### src/rtl/exc_stack_pkg.sv
package exc_stack_pkg;
   typedef enum logic [1:0] {
      ST_IDLE    = 2'd0,
      ST_PUSH_SR = 2'd1,
      ST_PUSH_PC = 2'd2,
      ST_VEC_RD  = 2'd3
   } stk_state_e;
endpackage

### src/rtl/exc_align_chk.sv
// Splits an address into its word-aligned form and a misalignment flag.
module exc_align_chk #(
   parameter int XLEN = 32,
   parameter int LSB  = 2
) (
   input  logic [XLEN-1:0] addr_i,
   output logic            misal_o,
   output logic [XLEN-1:0] aligned_o
);
   generate
      if (LSB == 0) begin : g_byte
         assign misal_o   = 1'b0;
         assign aligned_o = addr_i;
      end else begin : g_word
         assign misal_o   = |addr_i[LSB-1:0];
         assign aligned_o = {addr_i[XLEN-1:LSB], {LSB{1'b0}}};
      end
   endgenerate
endmodule

### src/rtl/exc_vec_addr.sv
// Vector table entry address: base plus scaled vector number, then aligned.
module exc_vec_addr #(
   parameter int XLEN  = 32,
   parameter int VEC_W = 8,
   parameter int LSB   = 2
) (
   input  logic [XLEN-1:0]  vbr_i,
   input  logic [VEC_W-1:0] vec_i,
   output logic [XLEN-1:0]  addr_o,
   output logic             base_misal_o
);
   logic [XLEN-1:0] offset;
   logic [XLEN-1:0] sum;
   logic            sum_misal;

   assign offset = XLEN'(vec_i) << LSB;
   assign sum    = vbr_i + offset;

   exc_align_chk #(.XLEN(XLEN), .LSB(LSB)) u_align (
      .addr_i    (sum),
      .misal_o   (sum_misal),
      .aligned_o (addr_o)
   );

   // The scaled offset has zero low bits, so any misalignment comes from the base.
   assign base_misal_o = sum_misal;
endmodule

### src/rtl/exc_stack_seq.sv
module exc_stack_seq #(
   parameter int XLEN       = 32,
   parameter int VEC_W      = 8,
   parameter int WORD_BYTES = 4,
   parameter int AE_VEC     = 9
) (
   input  logic             clk,
   input  logic             rst_n,
   input  logic             req_valid,
   input  logic [VEC_W-1:0] req_vec,
   output logic             req_ready,
   input  logic [XLEN-1:0]  sp_in,
   input  logic [XLEN-1:0]  sr_in,
   input  logic [XLEN-1:0]  pc_in,
   input  logic [XLEN-1:0]  vbr_in,
   output logic             bus_valid,
   output logic             bus_write,
   output logic [XLEN-1:0]  bus_addr,
   output logic [XLEN-1:0]  bus_wdata,
   output logic             bus_wdef,
   input  logic             bus_ready,
   input  logic [XLEN-1:0]  bus_rdata,
   output logic [XLEN-1:0]  sp_out,
   output logic [XLEN-1:0]  pc_out,
   output logic             done
);
   import exc_stack_pkg::*;

   localparam int LSB = $clog2(WORD_BYTES);
   localparam logic [XLEN-1:0]  STEP    = XLEN'(WORD_BYTES);
   localparam logic [VEC_W-1:0] AE_CODE = VEC_W'(AE_VEC);

   generate
      if (XLEN < 16) begin : g_bad_xlen
         $error("exc_stack_seq: XLEN must be at least 16");
      end
      if ((1 << LSB) != WORD_BYTES) begin : g_bad_word
         $error("exc_stack_seq: WORD_BYTES must be a power of two");
      end
      if (AE_VEC < 0 || AE_VEC >= (1 << VEC_W)) begin : g_bad_vec
         $error("exc_stack_seq: AE_VEC does not fit in VEC_W bits");
      end
   endgenerate

   stk_state_e      state_q;
   logic [XLEN-1:0] sp_work_q, sr_q, pc_q, vbr_q, vaddr_q, new_pc_q;
   logic            is_ae_q, ae_pend_q, vbr_bad_q, done_q;

   // Launch selection: a queued address error outranks a fresh request.
   logic             idle, start_ae, start_req, start_any;
   logic [XLEN-1:0]  sp_src, sr_src, pc_src, vbr_src;
   logic [VEC_W-1:0] vec_src;
   logic [XLEN-1:0]  vaddr_src;
   logic             vbr_src_bad;

   assign idle      = (state_q == ST_IDLE);
   assign start_ae  = idle && ae_pend_q;
   assign start_req = idle && !ae_pend_q && req_valid;
   assign start_any = start_ae || start_req;
   assign req_ready = idle && !ae_pend_q;

   assign sp_src  = start_ae ? sp_work_q : sp_in;
   assign sr_src  = start_ae ? sr_q      : sr_in;
   assign pc_src  = start_ae ? new_pc_q  : pc_in;
   assign vbr_src = start_ae ? vbr_q     : vbr_in;
   assign vec_src = start_ae ? AE_CODE   : req_vec;

   exc_vec_addr #(.XLEN(XLEN), .VEC_W(VEC_W), .LSB(LSB)) u_vec_addr (
      .vbr_i        (vbr_src),
      .vec_i        (vec_src),
      .addr_o       (vaddr_src),
      .base_misal_o (vbr_src_bad)
   );

   // Stack address path: the working SP keeps its low bits across decrements.
   logic            sp_bad;
   logic [XLEN-1:0] stk_addr;

   exc_align_chk #(.XLEN(XLEN), .LSB(LSB)) u_stk_align (
      .addr_i    (sp_work_q),
      .misal_o   (sp_bad),
      .aligned_o (stk_addr)
   );

   logic acc_fire, fault_now;
   assign acc_fire  = bus_valid && bus_ready;
   assign fault_now = (sp_bad || vbr_bad_q) && !is_ae_q;

   always_ff @(posedge clk or negedge rst_n) begin
      if (!rst_n) begin
         state_q   <= ST_IDLE;
         sp_work_q <= '0;
         sr_q      <= '0;
         pc_q      <= '0;
         vbr_q     <= '0;
         vaddr_q   <= '0;
         new_pc_q  <= '0;
         is_ae_q   <= 1'b0;
         ae_pend_q <= 1'b0;
         vbr_bad_q <= 1'b0;
         done_q    <= 1'b0;
      end else begin
         done_q <= 1'b0;
         unique case (state_q)
            ST_IDLE: begin
               if (start_any) begin
                  sp_work_q <= sp_src - STEP;
                  sr_q      <= sr_src;
                  pc_q      <= pc_src;
                  vbr_q     <= vbr_src;
                  vaddr_q   <= vaddr_src;
                  vbr_bad_q <= vbr_src_bad;
                  is_ae_q   <= start_ae;
                  state_q   <= ST_PUSH_SR;
                  if (start_ae) ae_pend_q <= 1'b0;
               end
            end
            ST_PUSH_SR: begin
               if (acc_fire) begin
                  if (fault_now) ae_pend_q <= 1'b1;
                  sp_work_q <= sp_work_q - STEP;
                  state_q   <= ST_PUSH_PC;
               end
            end
            ST_PUSH_PC: begin
               if (acc_fire) state_q <= ST_VEC_RD;
            end
            ST_VEC_RD: begin
               if (acc_fire) begin
                  new_pc_q <= bus_rdata;
                  done_q   <= 1'b1;
                  state_q  <= ST_IDLE;
               end
            end
            default: state_q <= ST_IDLE;
         endcase
      end
   end

   logic [XLEN-1:0] wsel;
   assign wsel      = (state_q == ST_PUSH_SR) ? sr_q : pc_q;
   assign bus_valid = !idle;
   assign bus_write = (state_q == ST_PUSH_SR) || (state_q == ST_PUSH_PC);
   assign bus_addr  = bus_write ? stk_addr : vaddr_q;
   assign bus_wdef  = bus_write && !sp_bad;
   assign bus_wdata = bus_wdef ? wsel : '0;
   assign sp_out    = sp_work_q;
   assign pc_out    = new_pc_q;
   assign done      = done_q;
endmodule

### config.mk
export PLATFORM = sky130hd
export DESIGN_NAME = exc_stack_seq
export DESIGN_NICKNAME = d
export VERILOG_FILES = /design/src/rtl/exc_stack_pkg.sv /design/src/rtl/exc_align_chk.sv /design/src/rtl/exc_vec_addr.sv /design/src/rtl/exc_stack_seq.sv
export SDC_FILE = /design/constraint.sdc
export NUM_CORES = 1
export LEC_CHECK = 0
export BUFFER_PORTS_ARGS = -buffer_cell sky130_fd_sc_hd__buf_4
export CAP_MARGIN = 10
export CORE_MARGIN = 2
export CORE_UTILIZATION = 30
export DETAILED_ROUTE_END_ITERATION = 8
export GPL_TIMING_DRIVEN = 0
export PLACE_DENSITY = 0.53
export REMOVE_ABC_BUFFERS = 1
export SYNTH_ARGS = -nofsm -noshare
export SYNTH_HDL_FRONTEND = slang
export SYNTH_SLANG_ARGS = --single-unit
### constraint.sdc
create_clock -name clk -period 5.5 [get_ports clk]
set_input_delay 0.55 -clock clk [delete_from_list [all_inputs] [get_ports clk]]
set_output_delay 0.55 -clock clk [all_outputs]
set_load 0.01 [all_outputs]
==> metrics.txt, run 1 <==
# TYPE chip_impl_metric gauge
chip_impl_info{name="run_status",value="complete, no violations"} 1
chip_impl_metric{name="post_layout_utilization_of_the_core",unit="%"} 39.9
chip_impl_info{name="final_common_cell",value="nand2_1"} 1
chip_impl_metric{name="vdd.ir_drop.worst",unit="mV"} 0.476
chip_impl_metric{name="required",unit="ns"} 5.86
chip_impl_metric{name="finished_layout_cells",unit=""} 2183
chip_impl_metric{name="post_synth_inst_count",unit=""} 1411
chip_impl_metric{name="initial_core_util",unit="%"} 30.5
chip_impl_metric{name="placement.setup.worst_slack",unit="ns"} 0.167
chip_impl_metric{name="insertion_delay",unit="ns"} 0.46
chip_impl_metric{name="layout-drive-gt1-share",unit="%"} 24.4
chip_impl_metric{name="timing.critical_path.arrival",unit="ns"} 5.32
chip_impl_metric{name="final.setup.worst_slack",unit="ns"} 0.535
chip_impl_info{name="hp-class",value="in2async"} 1
chip_impl_metric{name="crit_path_max_incr_delay",unit="ns"} 0.82
chip_impl_metric{name="whs",unit="ns"} 0.109
chip_impl_metric{name="detail-route-antenna-nets",unit=""} 0
chip_impl_metric{name="fin_crit_sh",unit="%"} 90.3
chip_impl_metric{name="route.detailed.wl_per_inst",unit="um"} 18.4
chip_impl_metric{name="placed_cell_area",unit="um2"} 14400
chip_impl_info{name="synth.top_cells.by_area",value="dfrtp_1 (43%), nand2_1 (15%), mux2i_1 (6.3%)"} 1
chip_impl_metric{name="globalRouteTotalUtil",unit="%"} 20.2
chip_impl_metric{name="synth_sequential_area_ratio",unit="%"} 42.6
chip_impl_metric{name="fmax",unit="MHz"} 201
chip_impl_metric{name="syn_area",unit="um2"} 11500
chip_impl_metric{name="number_of_global_route_vias_before_repair",unit=""} 10791
chip_impl_info{name="critical_path_capture_point_type",value="register"} 1
chip_impl_metric{name="global_route_wire_length_before_repair",unit="um"} 61900
chip_impl_metric{name="synth_edf_count",unit=""} 0
chip_impl_info{name="top_usage_layer",value="met2"} 1
chip_impl_metric{name="gr-usage-met3",unit="%"} 6.49
chip_impl_metric{name="tightestPinTransition",unit="ns"} 1.10
chip_impl_metric{name="holdBufCountCts",unit=""} 0
chip_impl_metric{name="first_pass_iters",unit=""} 5
chip_impl_info{name="start_kind",value="register"} 1
chip_impl_metric{name="max_cap_violations",unit=""} 0
chip_impl_metric{name="globalRoute.totalOverflow",unit=""} 0
chip_impl_metric{name="cp.buffers_inverters",unit=""} 2
chip_impl_metric{name="worst_setup_hold_path_clk_slew",unit="ns"} 0.08
chip_impl_metric{name="period_needed",unit="ns"} 4.96
chip_impl_info{name="cpLargestDelayFamily",value="simple AND/OR/NAND/NOR gates"} 1
chip_impl_metric{name="rows",unit=""} 71
chip_impl_metric{name="stdcell_area",unit="um2"} 15100
chip_impl_metric{name="antenna_found_initial",unit=""} 1
chip_impl_info{name="cell_by_cell_trace_of_the_critical_path",value="inv_1, ha_2, and2_2, nand2_1, nand2_1, ha_1, inv_1, fa_1, nand2b_1, a211oi_1, o21ai_1, nor4b_4, a21boi_0, o31ai_1"} 1
chip_impl_metric{name="fp.coreArea",unit="um2"} 37800
chip_impl_metric{name="grtUsageMet1",unit="%"} 26.1
chip_impl_info{name="grt_setup_unrepaired",value="no"} 1
chip_impl_info{name="tritoncts_clock_tree",value="built"} 1
chip_impl_metric{name="crit_fanout",unit=""} 33
chip_impl_metric{name="cts_htree_levels",unit=""} 4
chip_impl_metric{name="hold_viol",unit=""} 0
chip_impl_metric{name="routabilityCongestion",unit=""} 0.827
chip_impl_metric{name="number_of_top_level_pins",unit=""} 305
chip_impl_metric{name="vias",unit=""} 11032
chip_impl_metric{name="number_of_synthesized_register_bits",unit=""} 196
chip_impl_metric{name="leakage",unit="nW"} 7.12
chip_impl_metric{name="totalWireLength",unit="um"} 40200
chip_impl_info{name="yosys_most_used_dff",value="dfrtp_1"} 1
chip_impl_metric{name="synth_async_sr_flop_share",unit="%"} 100
chip_impl_metric{name="cts.sink_count",unit=""} 196
chip_impl_metric{name="grt_start_max_net_pins",unit=""} 110
chip_impl_metric{name="drt_iter0_markers",unit=""} 520
chip_impl_metric{name="finClkSkew",unit="ns"} 0.0133
chip_impl_metric{name="drc_viols",unit=""} 0
chip_impl_info{name="crit_path_top_delay_cell",value="and2_2"} 1
chip_impl_metric{name="synth_area_per_cell",unit="um2"} 8.16
chip_impl_info{name="mostFrequentLayoutCells",value="nand2_1 (443), buf_4 (301), dfrtp_1 (196), nor2_1 (129), mux2i_1 (72)"} 1
chip_impl_metric{name="chipHeight",unit="um"} 200
chip_impl_metric{name="filler_cell_count_in_the_final_layout",unit=""} 3886
chip_impl_metric{name="nNetsFinal",unit=""} 1845
chip_impl_metric{name="layout-area-overhead-vs-synth",unit="%"} 30.9
chip_impl_metric{name="max-clock-path-buffers",unit=""} 2
chip_impl_metric{name="synth_top_cell_area_share",unit="%"} 42.6
chip_impl_metric{name="grt_util_met2",unit="%"} 32.7
chip_impl_metric{name="power_density",unit="nW/um2"} 600
chip_impl_metric{name="buffer_ports.inserted",unit=""} 302
chip_impl_metric{name="hpwl",unit="um"} 28700
chip_impl_metric{name="timing.max_slew.rel_slack",unit="%"} 26.6
chip_impl_metric{name="die-width",unit="um"} 200
chip_impl_metric{name="maxSlewViolCount",unit=""} 0
chip_impl_metric{name="number_of_warnings_reported_in_the_yosys_synthesis_log",unit=""} 0
chip_impl_info{name="synth.largest_area_cell",value="dfrtp_1"} 1
chip_impl_info{name="cts.root.buffer_cell",value="clkbuf_16"} 1
chip_impl_info{name="worst-setup-path-type",value="reg2reg"} 1
chip_impl_metric{name="cts_inserted_buffers",unit=""} 17
chip_impl_metric{name="floorplan.die_area",unit="um2"} 40000
chip_impl_metric{name="dp.cells",unit=""} 2149
chip_impl_metric{name="finalSetupViolations",unit=""} 0
chip_impl_metric{name="routed_via_density",unit=""} 5.05
chip_impl_metric{name="synth.lib_cells_used.distinct",unit=""} 68
routing by layer:
metal / routed length (um) / share of wire [%]
met1: 17300 / 43
met2: 18600 / 46
met3: 3610 / 9.0
met4: 636 / 1.6
met5: 0 / 0
Yosys cell counts (all sizes together) (3+ instances only):
library cell,instances
a21oi,53
clkbuf,58
nor2,131
o22a,6
nand3,17
a2111oi,5
a31oi,42
nand2,446
or2,6
mux2,37
o22ai,9
or3,5
or4,4
ha,14
and3,7
buf,30
mux2i,72
xor2,10
o211ai,8
nor2b,3
nand3b,3
and2,13
nor4,14
nand4,17
a211oi,17
o31ai,7
a221o,3
inv,15
nor3,30
a21boi,4
o2111ai,3
dfrtp,196
o21ai,49
a211o,5
and4,6
nand4b,3
o211a,3
xnor2,12
o21a,8
nand2b,8
a21o,6
sequential cells by signal, indices dropped and copies added (netlist names):
name	count
pc_out	32
vaddr_q	30
ae_pend_q	1
vbr_bad_q	1
state_q	2
pc_q	32
sr_q	32
sp_out	32
done	1
vbr_q	32
is_ae_q	1
cells by family (layout without fill, tap and decap cells):
kind of cell               after synthesis  after routing  share of synthesized area, %
muxes                                  109            109                          9.88
and+or+nand+nor                        720            720                          26.7
DFF                                    196            196                          42.6
xor gates and xnor gates                22             22                          1.67
other                                    1              3                        0.0326
adders and majority gates               15             15                          1.70
AOI/OAI and AO/OA                      245            245                          13.8
buffers and inverters                  103            362                          3.61
metrics by stage:
step / power (mW) / TNS (ns)
after global routing: 9.78 / 0
final: 9.04 / 0
after CTS: 9.16 / 0
after global placement: 7.67 / -661.77
after floorplan: 5.48 / -1.07
after detailed placement: 7.77 / 0
what timing repair did:
item,in CTS,in global routing
buffers inserted,0,0
gates resized for setup,0,1
endpoints found under the setup margin,0,4
worst reg2reg max path, delay by kind of cell, from the launching register on:
| kind | cells | cell delay (ns) |
|---|---|---|
| AND/OR/NAND/NOR | 5 | 1.91 |
| buffers and inverters | 2 | 0.22 |
| AO/OA/AOI/OAI | 4 | 1.12 |
| adder cells (fa/ha/maj) | 3 | 1.19 |
| flip-flops | 1 | 0.43 |
cell type report:
class / instances / area (um2) / area share (%)
sequential: 196 / 4900 / 32.6
timing repair buffer: 315 / 2580 / 17.1
tap: 511 / 639 / 4.24
multi-input combinational: 1113 / 6280 / 41.7
clock inverter: 13 / 169 / 1.12
clock buffer: 19 / 433 / 2.87
antenna: 1 / 2.50 / 0.0166
inverter: 15 / 56.3 / 0.374
power by group:
group / leakage [nW] / internal (mW) / switching (mW)
Sequential: 2.39 / 2.15 / 0.648
Combinational: 4.45 / 2.19 / 2.70
Clock: 0.294 / 0.725 / 0.624
path summary, 6_finish.rpt:
check | slack, ns | start | endpoint | cells after the start
setup / recovery | 0.54 | state_q[0]$_DFFE_PN0P_ | vaddr_q[28]$_DFFE_PN0P_ | 14
hold / removal | 0.11 | rst_n | sp_out[29]$_DFFE_PN0P_ | 1
setup reg to reg | 0.54 | state_q[0]$_DFFE_PN0P_ | vaddr_q[28]$_DFFE_PN0P_ | 14
hold reg to reg | 0.47 | vaddr_q[8]$_DFFE_PN0P_ | vaddr_q[8]$_DFFE_PN0P_ | 2
max in group asynchronous | 4.31 | rst_n | pc_out[7]$_DFFE_PN0P_ | 2
min in group clk | 0.28 | bus_rdata[23] | pc_out[23]$_DFFE_PN0P_ | 3
No activity file was read; power rests on OpenSTA's default activity.
==> inputs of run 2 (changes only) <==
--- a/config.mk
+++ b/config.mk
@@ -5,10 +5,11 @@
 export SDC_FILE = /design/constraint.sdc
 export NUM_CORES = 1
 export LEC_CHECK = 0
-export BUFFER_PORTS_ARGS = -buffer_cell sky130_fd_sc_hd__buf_4
-export CAP_MARGIN = 10
+export BUFFER_PORTS_ARGS = -buffer_cell sky130_fd_sc_hd__clkbuf_2
+export CAP_MARGIN = 30
 export CORE_MARGIN = 2
 export CORE_UTILIZATION = 30
+export CTS_BUF_LIST = sky130_fd_sc_hd__clkbuf_2 sky130_fd_sc_hd__clkbuf_4 sky130_fd_sc_hd__clkbuf_8
 export DETAILED_ROUTE_END_ITERATION = 8
 export GPL_TIMING_DRIVEN = 0
 export PLACE_DENSITY = 0.53
==> run 2 against run 1 <==
  * Flip-flop and latch count is the same
  * Worst hold slack better by 0.11 ns
  * First-iteration DRC count increased by 7.9%
  * Clock-buffer cell count grew 2
  * Final area down 6.0%
  * Maximum frequency grew 1.5%
  * Critical path depth unchanged
  * Largest cell class unchanged
  * Worst setup slack gained 0.072 ns
  * Global-route usage is essentially flat
  * Final cell count up 0.23%
  * Clock skew rose by 0.0051 ns
==> metrics.txt, run 2 (synthesized netlist as in run 1, its figures left out) <==
# TYPE chip_impl_metric gauge
chip_impl_info{name="run_status",value="complete, no violations"} 1
chip_impl_metric{name="crit_path_max_incr_delay",unit="ns"} 0.63
chip_impl_info{name="final_common_cell",value="nand2_1"} 1
chip_impl_metric{name="grt_start_max_net_pins",unit=""} 95
chip_impl_info{name="cell_by_cell_trace_of_the_critical_path",value="inv_1, ha_2, nand2_4, buf_16, nand2b_1, ha_1, inv_1, fa_1, nand2b_1, a211oi_1, o21ai_1, nor4b_4, nor3b_1, o31ai_1"} 1
chip_impl_metric{name="filler_cell_count_in_the_final_layout",unit=""} 4015
chip_impl_metric{name="power_switching",unit="mW"} 3.91
chip_impl_metric{name="max-clock-path-buffers",unit=""} 2
chip_impl_metric{name="drc_viols",unit=""} 0
chip_impl_metric{name="pwr-share-clk",unit="%"} 12.2
chip_impl_metric{name="timing.max_slew.rel_slack",unit="%"} 33.2
chip_impl_metric{name="leakage",unit="nW"} 6.84
chip_impl_metric{name="switching_share",unit="%"} 46.8
chip_impl_metric{name="max_cap_violations",unit=""} 0
chip_impl_metric{name="hold_viol",unit=""} 0
chip_impl_metric{name="timing.critical_path.arrival",unit="ns"} 5.30
chip_impl_metric{name="chipHeight",unit="um"} 200
chip_impl_metric{name="number_of_global_route_vias_before_repair",unit=""} 10849
chip_impl_metric{name="finClkSkew",unit="ns"} 0.0184
chip_impl_metric{name="internal-power",unit="mW"} 4.44
chip_impl_metric{name="global_route_wire_length_before_repair",unit="um"} 61900
chip_impl_metric{name="period_needed",unit="ns"} 4.89
chip_impl_metric{name="hpwl",unit="um"} 28800
chip_impl_metric{name="buffer_ports.inserted",unit=""} 302
chip_impl_metric{name="routed_via_density",unit=""} 5.06
chip_impl_metric{name="cts_htree_levels",unit=""} 4
chip_impl_metric{name="rows",unit=""} 71
chip_impl_metric{name="seq_power_share",unit="%"} 33.1
chip_impl_metric{name="fin_crit_sh",unit="%"} 88.9
chip_impl_metric{name="layout-area-overhead-vs-synth",unit="%"} 23.0
chip_impl_metric{name="post_layout_utilization_of_the_core",unit="%"} 37.5
chip_impl_info{name="tritoncts_clock_tree",value="built"} 1
chip_impl_metric{name="tightestPinTransition",unit="ns"} 0.999
chip_impl_metric{name="globalRoute.totalOverflow",unit=""} 0
chip_impl_info{name="worst-setup-path-type",value="reg2reg"} 1
chip_impl_metric{name="fmax",unit="MHz"} 204
chip_impl_metric{name="antenna_found_initial",unit=""} 3
chip_impl_metric{name="vias",unit=""} 11064
chip_impl_metric{name="cts.sink_count",unit=""} 196
chip_impl_metric{name="crit_fanout",unit=""} 68
chip_impl_metric{name="insertion_delay",unit="ns"} 0.52
chip_impl_metric{name="worst_setup_hold_path_clk_slew",unit="ns"} 0.11
chip_impl_metric{name="vdd.ir_drop.worst",unit="mV"} 0.305
chip_impl_metric{name="power_density",unit="nW/um2"} 589
chip_impl_metric{name="number_of_top_level_pins",unit=""} 305
chip_impl_info{name="hp-class",value="in2reg"} 1
chip_impl_metric{name="whs",unit="ns"} 0.216
chip_impl_info{name="crit_path_top_delay_cell",value="nor4b_4"} 1
chip_impl_metric{name="reg2regPathDepth",unit=""} 14
chip_impl_metric{name="maxSlewViolCount",unit=""} 0
chip_impl_metric{name="die-width",unit="um"} 200
chip_impl_metric{name="route.detailed.wl_per_inst",unit="um"} 18.1
chip_impl_metric{name="required",unit="ns"} 5.91
chip_impl_metric{name="whs_path_depth",unit=""} 3
chip_impl_metric{name="detail-route-antenna-nets",unit=""} 0
chip_impl_metric{name="layout-drive-gt1-share",unit="%"} 24.5
chip_impl_metric{name="initial_core_util",unit="%"} 30.5
chip_impl_info{name="grt_setup_unrepaired",value="no"} 1
chip_impl_metric{name="nNetsFinal",unit=""} 1847
chip_impl_info{name="critical_path_capture_point_type",value="register"} 1
chip_impl_metric{name="finalSetupViolations",unit=""} 0
chip_impl_metric{name="first_pass_iters",unit=""} 5
chip_impl_metric{name="totalWireLength",unit="um"} 39700
chip_impl_metric{name="fp.coreArea",unit="um2"} 37800
chip_impl_metric{name="drt_iter0_markers",unit=""} 561
chip_impl_metric{name="globalRouteTotalUtil",unit="%"} 20.2
chip_impl_metric{name="power_frac_comb",unit="%"} 54.6
chip_impl_info{name="cts.root.buffer_cell",value="clkbuf_8"} 1
chip_impl_metric{name="cts_inserted_buffers",unit=""} 17
chip_impl_info{name="mostFrequentLayoutCells",value="nand2_1 (443), clkbuf_2 (301), dfrtp_1 (196), nor2_1 (129), mux2i_1 (72)"} 1
chip_impl_metric{name="routabilityCongestion",unit=""} 0.821
chip_impl_metric{name="floorplan.die_area",unit="um2"} 40000
chip_impl_info{name="start_kind",value="register"} 1
[run 2: metal layers]
layer	GRT usage [%]	vias up	share of wire (%)
met5	0	-	0.068
met4	5.40	4	1.3
met3	5.43	33	7.8
met2	33.3	340	47
met1	26.2	5316	44
li1	-	5371	-
[run 2: final cells by class]
cell class / instances / area, um2 / share of cell area [%]
Clock inverter: 11 / 126 / 0.892
Multi-Input combinational cell: 1113 / 6280 / 44.4
Timing Repair Buffer: 317 / 1860 / 13.1
Sequential cell: 196 / 4900 / 34.6
Tap cell: 511 / 639 / 4.51
Antenna cell: 4 / 10.0 / 0.0707
Inverter: 15 / 56.3 / 0.398
Clock buffer: 21 / 283 / 2.00
[run 2: per-stage QoR]
step	instances	setup WS [ns]	TNS, ns	instance area, um2	power (mW)
after global routing	2184	0.153	0	14200	9.09
final	2188	0.608	0	14200	8.34
after global placement	2137	-6.91	-763.39	13300	7.30
after detailed placement	2151	0.140	0	13700	7.42
after CTS	2184	0.145	0	14100	8.46
after floorplan	1324	-0.198	-1.07	11200	5.48
[run 2: power by group through the flow]
stage	clock network (mW)	registers, mW	logic, mW
finish	1.02	2.76	4.56
global route	1.11	2.87	5.11
global placement	0	2.79	4.50
CTS	1.06	2.77	4.63
floorplan	0	2.70	2.78
detailed placement	0	2.80	4.61
[run 2: path summary, 6_finish.rpt]
| path | to | slack [ns] | start |
|---|---|---|---|
| setup / recovery | vaddr_q[28]$_DFFE_PN0P_ | 0.61 | state_q[0]$_DFFE_PN0P_ |
| hold / removal | pc_out[13]$_DFFE_PN0P_ | 0.22 | bus_rdata[13] |
| setup reg to reg | vaddr_q[28]$_DFFE_PN0P_ | 0.61 | state_q[0]$_DFFE_PN0P_ |
| hold reg to reg | vaddr_q[2]$_DFFE_PN0P_ | 0.48 | vaddr_q[2]$_DFFE_PN0P_ |
| max in group asynchronous | pc_q[17]$_DFFE_PN0P_ | 4.20 | rst_n |
| min in group asynchronous | sp_out[27]$_DFFE_PN0P_ | 0.48 | rst_n |
[run 2: worst max-delay path, delay by kind of cell (launching register included)]
family	cells	cell delay, ns
buffers and inverters	3	0.56
and+or+nand+nor	5	1.72
DFF	1	0.44
AOI/OAI and AO/OA	3	0.83
adders and majority gates	3	1.18
[run 2: timing repair]
item,in CTS,in global routing
setup buffers,0,0
endpoints found under the setup margin,0,4
resized for setup,0,2
hold endpoints to repair,24,0
hold buffers,1,0
==> inputs of run 3 (changes only) <==
--- a/config.mk
+++ b/config.mk
@@ -5,14 +5,14 @@
 export SDC_FILE = /design/constraint.sdc
 export NUM_CORES = 1
 export LEC_CHECK = 0
-export BUFFER_PORTS_ARGS = -buffer_cell sky130_fd_sc_hd__clkbuf_2
 export CAP_MARGIN = 30
 export CORE_MARGIN = 2
 export CORE_UTILIZATION = 30
 export CTS_BUF_LIST = sky130_fd_sc_hd__clkbuf_2 sky130_fd_sc_hd__clkbuf_4 sky130_fd_sc_hd__clkbuf_8
 export DETAILED_ROUTE_END_ITERATION = 8
+export DONT_BUFFER_PORTS = 1
 export GPL_TIMING_DRIVEN = 0
-export PLACE_DENSITY = 0.53
+export PLACE_DENSITY = 0.47
 export REMOVE_ABC_BUFFERS = 1
 export SYNTH_ARGS = -nofsm -noshare
 export SYNTH_HDL_FRONTEND = slang
==> run 3 against run 2 <==
  * The run now ends with negative hold slack left
  * Sequential power is 7% higher
  * Global-route usage is 0.36 points lower
  * Critical path depth is 3 lower
  * Die area stayed put
  * Worst hold slack worse by 0.28 ns
  * Clock-buffer cell count is 4 lower
  * Critical endpoint is now sp_out[30]$_DFFE_PN0P_
==> metrics.txt, run 3 (synthesized netlist as in run 1, its figures left out) <==
# TYPE chip_impl_metric gauge
chip_impl_metric{name="crit_fanout",unit=""} 41
chip_impl_info{name="mostFrequentLayoutCells",value="nand2_1 (443), dfrtp_1 (196), nor2_1 (129), mux2i_1 (72), a21oi_1 (52)"} 1
chip_impl_metric{name="buffer_ports.inserted",unit=""} 0
chip_impl_metric{name="timing.max_slew.rel_slack",unit="%"} 8.58
chip_impl_metric{name="globalRoute.totalOverflow",unit=""} 0
chip_impl_metric{name="power_frac_comb",unit="%"} 49.5
chip_impl_metric{name="seq_power_share",unit="%"} 37.4
chip_impl_metric{name="pwr-share-clk",unit="%"} 13.1
chip_impl_metric{name="rows",unit=""} 71
chip_impl_metric{name="fin_crit_sh",unit="%"} 90.1
chip_impl_metric{name="antenna_found_initial",unit=""} 3
chip_impl_metric{name="leakage",unit="nW"} 5.57
chip_impl_metric{name="drc_viols",unit=""} 0
chip_impl_metric{name="route.detailed.wl_per_inst",unit="um"} 21.0
chip_impl_metric{name="nNetsFinal",unit=""} 1546
chip_impl_metric{name="globalRouteTotalUtil",unit="%"} 19.9
chip_impl_metric{name="required",unit="ns"} 5.94
chip_impl_metric{name="vias",unit=""} 9936
chip_impl_metric{name="filler_cell_count_in_the_final_layout",unit=""} 3986
chip_impl_metric{name="switching_share",unit="%"} 48.7
chip_impl_metric{name="fp.coreArea",unit="um2"} 37800
chip_impl_metric{name="timing.critical_path.arrival",unit="ns"} 5.39
chip_impl_metric{name="totalWireLength",unit="um"} 39500
chip_impl_metric{name="power_switching",unit="mW"} 3.82
chip_impl_metric{name="drt_iter0_markers",unit=""} 515
chip_impl_metric{name="chipHeight",unit="um"} 200
chip_impl_metric{name="fmax",unit="MHz"} 202
chip_impl_metric{name="initial_core_util",unit="%"} 30.5
chip_impl_metric{name="insertion_delay",unit="ns"} 0.53
chip_impl_metric{name="detail-route-antenna-nets",unit=""} 0
chip_impl_metric{name="cts_inserted_buffers",unit=""} 17
chip_impl_metric{name="cts.sink_count",unit=""} 196
chip_impl_info{name="worst-setup-path-type",value="reg2reg"} 1
chip_impl_metric{name="max-clock-path-buffers",unit=""} 2
chip_impl_metric{name="routed_via_density",unit=""} 5.27
chip_impl_info{name="hp-class",value="in2async"} 1
chip_impl_metric{name="global_route_wire_length_before_repair",unit="um"} 60000
chip_impl_info{name="violations_in_the_final_reports",value="negative hold slack"} 1
chip_impl_metric{name="power_density",unit="nW/um2"} 621
chip_impl_metric{name="first_pass_iters",unit=""} 5
chip_impl_info{name="critical_path_capture_point_type",value="register"} 1
chip_impl_metric{name="routabilityCongestion",unit=""} 0.776
chip_impl_metric{name="internal-power",unit="mW"} 4.03
chip_impl_info{name="tritoncts_clock_tree",value="built"} 1
chip_impl_metric{name="tightestPinTransition",unit="ns"} 1.37
chip_impl_metric{name="die-width",unit="um"} 200
chip_impl_metric{name="layout-area-overhead-vs-synth",unit="%"} 9.81
chip_impl_metric{name="worst_setup_hold_path_clk_slew",unit="ns"} 0.12
chip_impl_metric{name="cts_htree_levels",unit=""} 4
chip_impl_info{name="grt_setup_unrepaired",value="no"} 1
chip_impl_metric{name="hold_viol",unit=""} 22
chip_impl_info{name="start_kind",value="register"} 1
chip_impl_metric{name="number_of_global_route_vias_before_repair",unit=""} 9855
chip_impl_metric{name="max_cap_violations",unit=""} 0
chip_impl_metric{name="whs",unit="ns"} -0.0694
chip_impl_metric{name="period_needed",unit="ns"} 4.95
chip_impl_info{name="run_status",value="finished, violations left"} 1
chip_impl_metric{name="layout-drive-gt1-share",unit="%"} 8.09
chip_impl_metric{name="finalSetupViolations",unit=""} 0
chip_impl_metric{name="fin_total_pwr",unit="mW"} 7.86
chip_impl_metric{name="vdd.ir_drop.worst",unit="mV"} 0.248
chip_impl_metric{name="hpwl",unit="um"} 27800
chip_impl_metric{name="grt_start_max_net_pins",unit=""} 197
chip_impl_info{name="cts.root.buffer_cell",value="clkbuf_8"} 1
chip_impl_metric{name="setup-tns-final",unit="ns"} 0
chip_impl_metric{name="floorplan.die_area",unit="um2"} 40000
chip_impl_metric{name="finClkSkew",unit="ns"} 0.0183
chip_impl_metric{name="number_of_top_level_pins",unit=""} 305
chip_impl_metric{name="maxSlewViolCount",unit=""} 0
chip_impl_info{name="final_common_cell",value="nand2_1"} 1
-- run 3: cell types whose count changed in the layout (fill, tap and decap cells not counted), moves of 2 or more --
cell      before  now
buf_12         4    8
buf_16         8    6
clkbuf_2     301    0
clkbuf_8      21   17
inv_6          1    5
inv_8          0    2
-- run 3: area by class of cell --
| type | instances | area, um2 | share of cell area [%] |
|---|---|---|---|
| tap | 511 | 639 | 5.06 |
| inverter | 15 | 56.3 | 0.445 |
| sequential | 196 | 4900 | 38.8 |
| multi-input combinational | 1113 | 6280 | 49.7 |
| clock inverter | 15 | 170 | 1.35 |
| clock buffer | 17 | 234 | 1.85 |
| timing repair buffer | 16 | 348 | 2.75 |
| antenna | 3 | 7.51 | 0.0594 |
-- run 3: worst paths after layout --
| check | from | to | slack (ns) | depth (start not counted) |
|---|---|---|---|---|
| worst min register to register | sr_q[0]$_DFFE_PN0P_ | sr_q[0]$_DFFE_PN0P_ | 0.48 | 2 |
| worst min-delay path | rst_n | sp_out[29]$_DFFE_PN0P_ | -0.07 | 1 |
| worst max-delay path | state_q[1]$_DFFE_PN0P_ | sp_out[30]$_DFFE_PN0P_ | 0.55 | 11 |
| min in group clk | sr_in[4] | sr_q[4]$_DFFE_PN0P_ | 0.12 | 2 |
| max in group asynchronous | rst_n | vbr_q[18]$_DFFE_PN0P_ | 4.39 | 1 |
| worst max register to register | state_q[1]$_DFFE_PN0P_ | sp_out[30]$_DFFE_PN0P_ | 0.55 | 11 |
-- run 3: power by group through the flow --
stage | clock (mW) | sequential [mW] | combinational [mW]
final | 1.03 | 2.94 | 3.89
after global placement | 0 | 2.97 | 3.78
after global routing | 1.13 | 3.04 | 4.33
after CTS | 1.08 | 2.94 | 3.94
after detailed placement | 0 | 2.97 | 3.89
after floorplan | 0 | 2.70 | 2.78
-- run 3: stage by stage --
step	utilization, %	hold WS (ns)	cell area, um2	instances	setup WS [ns]
after CTS	33.4	0.0591	12600	1882	0.241
after global placement	31.2	0.262	11800	1835	-7.34
after global routing	33.5	0.0730	12600	1883	0.246
after floorplan	-	0.254	11200	1324	-0.198
final	33.5	-0.0694	12600	1886	0.546
after detailed placement	32.3	0.262	12200	1849	-0.0309
-- run 3: metal layers --
layer / up-vias / GRT usage (%) / wire length, um
met5: - / 0 / 0
li1: 4760 / - / -
met2: 328 / 33.0 / 18800
met3: 24 / 7.06 / 3300
met4: 0 / 4.36 / 368
met1: 4824 / 24.8 / 17000
-- run 3: timing repair --
item / in CTS / in global routing
setup buffers: 0 / 0
hold endpoints to repair: 196 / 0
gates resized for setup: 1 / 0
setup endpoints to repair: 1 / 0
hold buffers: 1 / 0
-- run 3: critical path, stage by stage, from the launching register on --
cell       delay, ns
dfrtp_1         0.43
inv_1           0.15
ha_4            0.73
a21o_2          0.75
mux2i_1         0.33
ha_1            0.30
inv_1           0.12
or4b_4          0.60
a2bb2oi_1       0.76
nand3_1         0.25
o211a_1         0.28
o22a_1          0.16
